<file path="src/rtl/si_pkg.sv">
package si_pkg;
  // map index encoding: bit 1 = protection, bit 0 = copy B
  typedef struct packed {
    logic protect;
    logic copy_b;
  } map_sel_t;

  localparam int NUM_MAPS = 4;
endpackage

</file>
<file path="src/rtl/si_bank_buffer.sv">
module si_bank_buffer #(
  parameter int SLOT_W = 4,
  parameter int DATA_W = 8,
  localparam int ADDR_W = SLOT_W + 1,
  localparam int DEPTH  = 2 ** ADDR_W
) (
  input  logic              clk,
  input  logic              we,
  input  logic              wbank,
  input  logic [SLOT_W-1:0] waddr,
  input  logic [DATA_W-1:0] wdata,
  input  logic              rbank,
  input  logic [SLOT_W-1:0] raddr,
  output logic [DATA_W-1:0] rdata
);
  logic [DATA_W-1:0] mem [DEPTH];

  // simple dual-port, read-first: a read of a location written in the
  // same cycle returns the stored (previous frame) byte
  always_ff @(posedge clk) begin
    if (we) mem[{wbank, waddr}] <= wdata;
    rdata <= mem[{rbank, raddr}];
  end
endmodule

</file>
<file path="src/rtl/si_connection_map.sv">
module si_connection_map
  import si_pkg::*;
#(
  parameter int NUM_SLOTS = 12,
  parameter int SLOT_W    = 4
) (
  input  logic              clk,
  input  logic              rst,
  input  logic              cfg_we,
  input  logic [1:0]        cfg_map,
  input  logic [SLOT_W-1:0] cfg_slot,
  input  logic [SLOT_W-1:0] cfg_src,
  input  logic              load,
  input  map_sel_t          load_sel,
  input  logic [SLOT_W-1:0] rd_slot,
  output logic [SLOT_W-1:0] src_slot
);
  localparam logic [SLOT_W:0] N_EXT = (SLOT_W+1)'(NUM_SLOTS);

  logic [NUM_MAPS-1:0][NUM_SLOTS-1:0][SLOT_W-1:0] map_q;
  logic [NUM_SLOTS-1:0][SLOT_W-1:0]               live_q;
  logic                                           cfg_ok;

  assign cfg_ok = cfg_we && ({1'b0, cfg_slot} < N_EXT) && ({1'b0, cfg_src} < N_EXT);

  for (genvar m = 0; m < NUM_MAPS; m++) begin : g_map
    always_ff @(posedge clk) begin
      if (rst) begin
        for (int s = 0; s < NUM_SLOTS; s++) map_q[m][s] <= SLOT_W'(s);
      end else if (cfg_ok && (cfg_map == 2'(m))) begin
        map_q[m][cfg_slot] <= cfg_src;
      end
    end
  end

  // live map: snapshot of the selected map, taken only at an exchange
  always_ff @(posedge clk) begin
    if (rst) begin
      for (int s = 0; s < NUM_SLOTS; s++) live_q[s] <= SLOT_W'(s);
    end else if (load) begin
      live_q <= map_q[load_sel];
    end
  end

  assign src_slot = live_q[rd_slot];

  assert_live_frozen_R7: assert property (@(posedge clk) disable iff (rst)
    !load |=> $stable(live_q));
endmodule

</file>
<file path="src/rtl/si_frame_ctrl.sv">
module si_frame_ctrl #(
  parameter int NUM_SLOTS = 12,
  parameter int SLOT_W    = 4,
  localparam int CNT_W    = $clog2(NUM_SLOTS + 1)
) (
  input  logic              clk,
  input  logic              rst,
  input  logic              in_sync,
  output logic              wr_en,
  output logic              wr_bank_o,
  output logic [SLOT_W-1:0] wr_slot,
  output logic              swap,
  output logic              rd_run,
  output logic              rd_bank,
  output logic [SLOT_W-1:0] rd_slot
);
  localparam logic [CNT_W-1:0]  FULL_CNT = CNT_W'(NUM_SLOTS);
  localparam logic [SLOT_W-1:0] LAST_IDX = SLOT_W'(NUM_SLOTS - 1);

  logic             wr_active;
  logic [CNT_W-1:0] wr_idx;
  logic             wr_bank;
  logic             fill_done;
  logic [SLOT_W-1:0] rd_idx;

  assign fill_done = wr_active && (wr_idx == FULL_CNT);
  assign swap      = in_sync && fill_done;
  assign wr_en     = in_sync || (wr_active && (wr_idx < FULL_CNT));
  assign wr_bank_o = swap ? ~wr_bank : wr_bank;
  assign wr_slot   = in_sync ? '0 : wr_idx[SLOT_W-1:0];

  always_ff @(posedge clk) begin
    if (rst) begin
      wr_active <= 1'b0;
      wr_idx    <= '0;
      wr_bank   <= 1'b0;
    end else begin
      if (in_sync) begin
        wr_active <= 1'b1;
        wr_idx    <= CNT_W'(1);
      end else if (wr_en) begin
        wr_idx <= wr_idx + 1'b1;
      end
      if (swap) wr_bank <= ~wr_bank;
    end
  end

  always_ff @(posedge clk) begin
    if (rst) begin
      rd_run  <= 1'b0;
      rd_idx  <= '0;
      rd_bank <= 1'b1;
    end else if (swap) begin
      rd_run  <= 1'b1;
      rd_idx  <= '0;
      rd_bank <= wr_bank;
    end else if (rd_run) begin
      if (rd_idx == LAST_IDX) rd_run <= 1'b0;
      else rd_idx <= rd_idx + 1'b1;
    end
  end

  assign rd_slot = rd_idx;

  assert_fill_bound_R2: assert property (@(posedge clk) disable iff (rst)
    wr_idx <= FULL_CNT);
  assert_bank_exchange_R3: assert property (@(posedge clk) disable iff (rst)
    swap |=> (rd_bank == $past(wr_bank)));
  assert_halves_disjoint_R3: assert property (@(posedge clk) disable iff (rst)
    (wr_en && rd_run && !swap) |-> (wr_bank_o != rd_bank));
  assert_frame_end_R9: assert property (@(posedge clk) disable iff (rst)
    (rd_run && (rd_idx == LAST_IDX) && !swap) |=> !rd_run);
endmodule

</file>
<file path="src/rtl/slot_interchanger.sv">
module slot_interchanger
  import si_pkg::*;
#(
  parameter int NUM_SLOTS = 12,
  parameter int DATA_W    = 8,
  localparam int SLOT_W   = $clog2(NUM_SLOTS)
) (
  input  logic              clk,
  input  logic              rst,
  input  logic [DATA_W-1:0] in_data,
  input  logic              in_sync,
  input  logic              sel_protect,
  input  logic              sel_copy_b,
  input  logic              cfg_we,
  input  logic [1:0]        cfg_map,
  input  logic [SLOT_W-1:0] cfg_slot,
  input  logic [SLOT_W-1:0] cfg_src,
  output logic [DATA_W-1:0] out_data,
  output logic              out_valid,
  output logic              out_sync
);
  logic              wr_en, wr_bank, swap, rd_run, rd_bank;
  logic [SLOT_W-1:0] wr_slot, rd_slot, src_slot;
  map_sel_t          sel;

  assign sel = '{protect: sel_protect, copy_b: sel_copy_b};

  si_frame_ctrl #(.NUM_SLOTS(NUM_SLOTS), .SLOT_W(SLOT_W)) ctrl_i (
    .clk(clk), .rst(rst), .in_sync(in_sync),
    .wr_en(wr_en), .wr_bank_o(wr_bank), .wr_slot(wr_slot), .swap(swap),
    .rd_run(rd_run), .rd_bank(rd_bank), .rd_slot(rd_slot)
  );

  si_connection_map #(.NUM_SLOTS(NUM_SLOTS), .SLOT_W(SLOT_W)) cmap_i (
    .clk(clk), .rst(rst), .cfg_we(cfg_we), .cfg_map(cfg_map),
    .cfg_slot(cfg_slot), .cfg_src(cfg_src), .load(swap), .load_sel(sel),
    .rd_slot(rd_slot), .src_slot(src_slot)
  );

  si_bank_buffer #(.SLOT_W(SLOT_W), .DATA_W(DATA_W)) buf_i (
    .clk(clk), .we(wr_en), .wbank(wr_bank), .waddr(wr_slot), .wdata(in_data),
    .rbank(rd_bank), .raddr(src_slot), .rdata(out_data)
  );

  always_ff @(posedge clk) begin
    if (rst) begin
      out_valid <= 1'b0;
      out_sync  <= 1'b0;
    end else begin
      out_valid <= rd_run;
      out_sync  <= rd_run && (rd_slot == '0);
    end
  end

  assert_frame_start_R4: assert property (@(posedge clk) disable iff (rst)
    $rose(out_valid) |-> out_sync);
  assert_sync_valid_R4: assert property (@(posedge clk) disable iff (rst)
    out_sync |-> out_valid);
  assert_latency_R5: assert property (@(posedge clk) disable iff (rst)
    swap |=> ##1 (out_valid && out_sync));
endmodule

</file>
<file path="config.mk">
export PLATFORM = sky130hd
export DESIGN_NAME = slot_interchanger
export DESIGN_NICKNAME = d
export VERILOG_FILES = /design/src/rtl/si_pkg.sv /design/src/rtl/si_bank_buffer.sv /design/src/rtl/si_connection_map.sv /design/src/rtl/si_frame_ctrl.sv /design/src/rtl/slot_interchanger.sv
export SDC_FILE = /design/constraint.sdc
export NUM_CORES = 1
export LEC_CHECK = 0
export BUFFER_PORTS_ARGS = -buffer_cell sky130_fd_sc_hd__buf_2
export CAP_MARGIN = 25
export CORE_MARGIN = 2
export CORE_UTILIZATION = 63
export CTS_CLUSTER_DIAMETER = 100
export DETAILED_ROUTE_END_ITERATION = 10
export HOLD_SLACK_MARGIN = 0.1
export PLACE_DENSITY = 0.8
export REMOVE_ABC_BUFFERS = 1
export SLEW_MARGIN = 20
export SYNTH_ARGS = -nofsm -noshare
export SYNTH_HDL_FRONTEND = slang
export SYNTH_HIERARCHICAL = 1
export SYNTH_SLANG_ARGS = --single-unit
</file>
<file path="constraint.sdc">
create_clock -name clk -period 4.2 [get_ports clk]
set_clock_uncertainty 0.2 [all_clocks]
set_input_delay 0.63 -clock clk [delete_from_list [all_inputs] [get_ports clk]]
set_output_delay 0.63 -clock clk [all_outputs]
set_load 0.02 [all_outputs]
</file>
==> results.md <==
- Across every metal layer, demand over resource in global routing totals 28.1%.
- In this run switching power makes up between 20% and 30% of total power.
- The total via count after detailed routing is roughly 12000.
- The width of the die is 188 µm.
- The flop and latch count out of synthesis is approximately 520.
- TritonCTS built the clock tree.
- Dividing the detail-routed wire length by the instance count gives roughly 25 µm.
- The tightest hold margin is 0.185 ns.
- VDD sags by at most just over 0.4 mV.
- The clock passes through at most 3 buffers.
- The Yosys step of the flow raised 6 warnings.
- Measured along the y axis, the die boundary spans 188 µm.
- From synthesis to final layout, the design area changed by 10.6%.
- The max-slew violation count is 0.
- The data arrival time of the worst path is 4.07 ns.
- STA classifies the critical path startpoint as a register.
- In this run the post-CTS setup repair buffer count came out at 0.
- The source-to-sink clock delay at the later pin of the worst-skew pair is ~0.58 ns.
- Dividing total power by cell area gives a power density of between 400 and 500 mW/mm².
- The row count is 67.
- The finished cells cover about 0.024 mm².
- The reg-to-reg critical path endpoint is buf_i/rdata[6].
- The worst setup path is captured at a register.
- Cell internal power was estimated by the tool at slightly above 0.008 W.
- The worst register-to-register path has a depth of 7.
- Port buffering added 33 buffers.
- Once detail routing completed, the nets flagged for antenna violations numbered 0.
- The area of the die is ~0.035 mm².
- The cell area after technology mapping is between 0.02 and 0.025 mm².
- The hold-fix buffer count after cts is 0.
- In this run the standard cell core region covers 0.0335 mm².
- The reg-to-reg critical path startpoint is ctrl_i/rd_slot[0].
- The worst hold path begins at in_sync.
- The final-stage net count is about 1500.
- For this design the top-level I/O count stands at 34.
- The critical setup path kind is reg2reg.
- The final RePlAce weighted congestion is between 0.7 and 0.8.
- The commonest non-fill, non-tap cell in the layout is dfxtp_1.
- Clock tree synthesis inserted a total of between 50 and 60 buffers.
- After clock tree synthesis, the clock-pin slew on the worst setup and hold paths is approximately 0.06 ns.
- The first-pass iteration count of the detailed router is 6.
- The total wire length is between 40000 and 50000 µm.
- The number of violations reported at the end of detailed-routing iteration 0 is approximately 1100.
- The worst hold path terminates at ctrl_i/wr_active.
- The leakage power summed over all cells is 8.73 nW.
- Across the run, the number of max-cap violations was 0.
- The clock root buffer is clkbuf_16.
- The layout cell share with drive strength beyond 1 is 21.1%.
- Derived from the worst setup path, the maximum achievable clock frequency is ~260 MHz.
- The minimum setup slack among reg-to-reg paths is between 0.4 and 0.5 ns.
- After detailed placement, the total cell area comes to ~0.022 mm².
- Post-CTS repair changed the size of 0 cells.
- After detailed routing, the number of remaining DRC violations is 0.
- Along the worst path, the maximum fanout reaches 28.
- The analysis attributes to net switching a power of 0.00215 W.
- At the worst endpoint, the required time is 4.48 ns.
- The gate count after technology mapping is around 1400.
- A synthesized cell averages between 10 and 15 µm².
- The worst hold path cell count is 3.
- The clock tree synthesis step divided the H-tree into 2 levels.
- The global-route wire length before repair is 75600 µm.
- The count of flip-flops with a built-in enable after synthesis is about 260.
- Summed over all layers, the global routing overflow is 0.
- The effective utilization at floorplan is a little under two thirds.
- The post-detailed-route via-to-cell ratio is 6.29.
- Setup repair after global routing left no endpoint under its margin.
- The number of library cell types mapped by synthesis is 52.
- Detailed placement finished with a half-perimeter wire length of 28800 µm.
- The transition time of the tightest slew-check pin is ~1.0 ns.
- Per report_power, the combinational group accounts for 2.8% of the total.
- Measured against its own limit, the worst slew margin works out to a little under a third.
- The clock drives roughly 520 sinks.
- Of the synthesized area, sequential elements account for approximately three fifths.
- The final number of hold-violating endpoints was 0.
- The run finished with clean final reports.
- The shortest clock period the worst path allows after layout is between 3 and 4 ns.
- Entering global routing, the biggest net connects approximately 130 pins.
- The classification of the worst-slack hold path is in2reg.
- In the layout the commonest cells are dfxtp_1, edfxtp_1, mux2i_1.
- In the finished design, the share of the clock period the worst path needs comes to 90.4%.
- The proportion of synthesized flip-flops having asynchronous set or reset is 0%.
- The number of global-route vias before repair is 12398.
- Of the total power, the clock network draws between 40 and 50%.
- The initial antenna violation count is 1.
- The fill cell total of the finished layout is 2170.
- Registers are responsible for 51.8% of the overall power.
- Setup violations remaining at the end of the flow were counted as 0.
- The most used flip-flop cell after synthesis is dfxtp_1.
## flip-flops by register name, indices dropped and copies added, names as in the netlist
name	flops
ctrl_i/wr_bank	1
buf_i/mem	256
ctrl_i/wr_idx	4
ctrl_i/wr_active	1
cmap_i/map_q	192
ctrl_i/rd_slot	4
out_valid	1
out_sync	1
cmap_i/live_q	48
ctrl_i/rd_bank	1
buf_i/rdata	8
ctrl_i/rd_run	1
## how the worst max path moves through the flow
stage                            startpoint             end  slack, ns  cells after the start
after CTS                 ctrl_i/rd_slot[0]  buf_i/rdata[6]       0.32                      7
after floorplan           ctrl_i/rd_slot[0]  buf_i/rdata[0]      -7.06                      6
after global placement    ctrl_i/rd_slot[0]  buf_i/rdata[2]       0.50                      7
after global routing      ctrl_i/rd_slot[0]  buf_i/rdata[6]       0.15                      7
final                     ctrl_i/rd_slot[0]  buf_i/rdata[6]       0.40                      7
after detailed placement  ctrl_i/rd_slot[0]  buf_i/rdata[6]       0.33                      7
## cells by family (layout without fill, tap and decap cells)
kind of cell / count (synthesis) / count (layout) / synth area share, %
compound gates: 41 / 41 / 1.51
xor+xnor: 2 / 2 / 0.0818
fa+ha+maj: 3 / 3 / 0.175
buf+inv: 109 / 153 / 2.23
flops: 518 / 518 / 60.4
mux: 373 / 373 / 25.5
other cells: 0 / 1 / 0
simple gates: 400 / 400 / 10.1
## synth_stat cells (3+ instances only)
cell / count / share of area, %
dfxtp_1: 262 / 24
edfxtp_1: 256 / 36
mux2i_1: 221 / 10
nor2_1: 157 / 2.8
mux4_2: 136 / 14
nand2b_1: 118 / 3.4
clkbuf_1: 61 / 1.1
nand3_1: 45 / 1.1
buf_2: 28 / 0.65
nor2b_1: 24 / 0.70
a211o_1: 20 / 0.82
mux2_2: 16 / 0.84
nand2_1: 9 / 0.16
and3_1: 8 / 0.23
buf_1: 8 / 0.14
buf_4: 7 / 0.25
nand3b_1: 6 / 0.21
and4bb_2: 5 / 0.29
o22ai_1: 4 / 0.12
o31ai_1: 4 / 0.14
and3b_1: 3 / 0.12
ha_1: 3 / 0.18
nor3_1: 3 / 0.070
nor4b_4: 3 / 0.33
or3b_2: 3 / 0.12
## layer usage
| metal | vias up | track usage, % | wire length, µm |
|---|---|---|---|
| met3 | 137 | 5.07 | 3240 |
| met5 | - | 0 | 0 |
| li1 | 5419 | - | - |
| met2 | 573 | 47.2 | 24500 |
| met1 | 6066 | 36.5 | 18700 |
| met4 | 0 | 11.8 | 2030 |
## final cells by class
class	count	area, µm²	share of cell area, %
Sequential cell	518	12900	54.6
Inverter	4	15.0	0.0634
Multi-Input combinational cell	819	8050	34.0
Clock buffer	72	1530	6.45
Clock inverter	23	206	0.872
Timing Repair Buffer	54	393	1.66
Tap cell	448	561	2.37
Antenna cell	1	2.50	0.0106
## per-stage QoR
stage | power, W | std cells | utilization (%) | TNS (ns) | worst slack (ns)
finish | 0.0103 | 1939 | 70.6 | 0 | 0.405
floorplan | 0.00555 | 1341 | - | -56.50 | -7.06
global placement | 0.00571 | 1839 | 65.3 | 0 | 0.500
CTS | 0.0103 | 1937 | 70.6 | 0 | 0.324
detailed placement | 0.00572 | 1842 | 65.4 | 0 | 0.331
global route | 0.0105 | 1938 | 70.6 | 0 | 0.147
## worst max-delay path: stages, from the launching register on
cell,delay (ns)
dfxtp_1,0.69
mux4_2,0.34
nor2_1,0.07
o31ai_4,0.45
buf_4,0.53
mux4_2,0.62
mux4_2,0.51
mux2_2,0.28
## power by group through the flow
stage                     Sequential, W  Clock [W]  Combinational (W)
after floorplan                 0.00543          0           0.000116
after CTS                       0.00533    0.00470           0.000291
after global routing            0.00532    0.00489           0.000313
after global placement          0.00543          0           0.000274
after detailed placement        0.00543          0           0.000288
final                           0.00533    0.00466           0.000293
No activity file was read; power rests on OpenSTA's default activity.
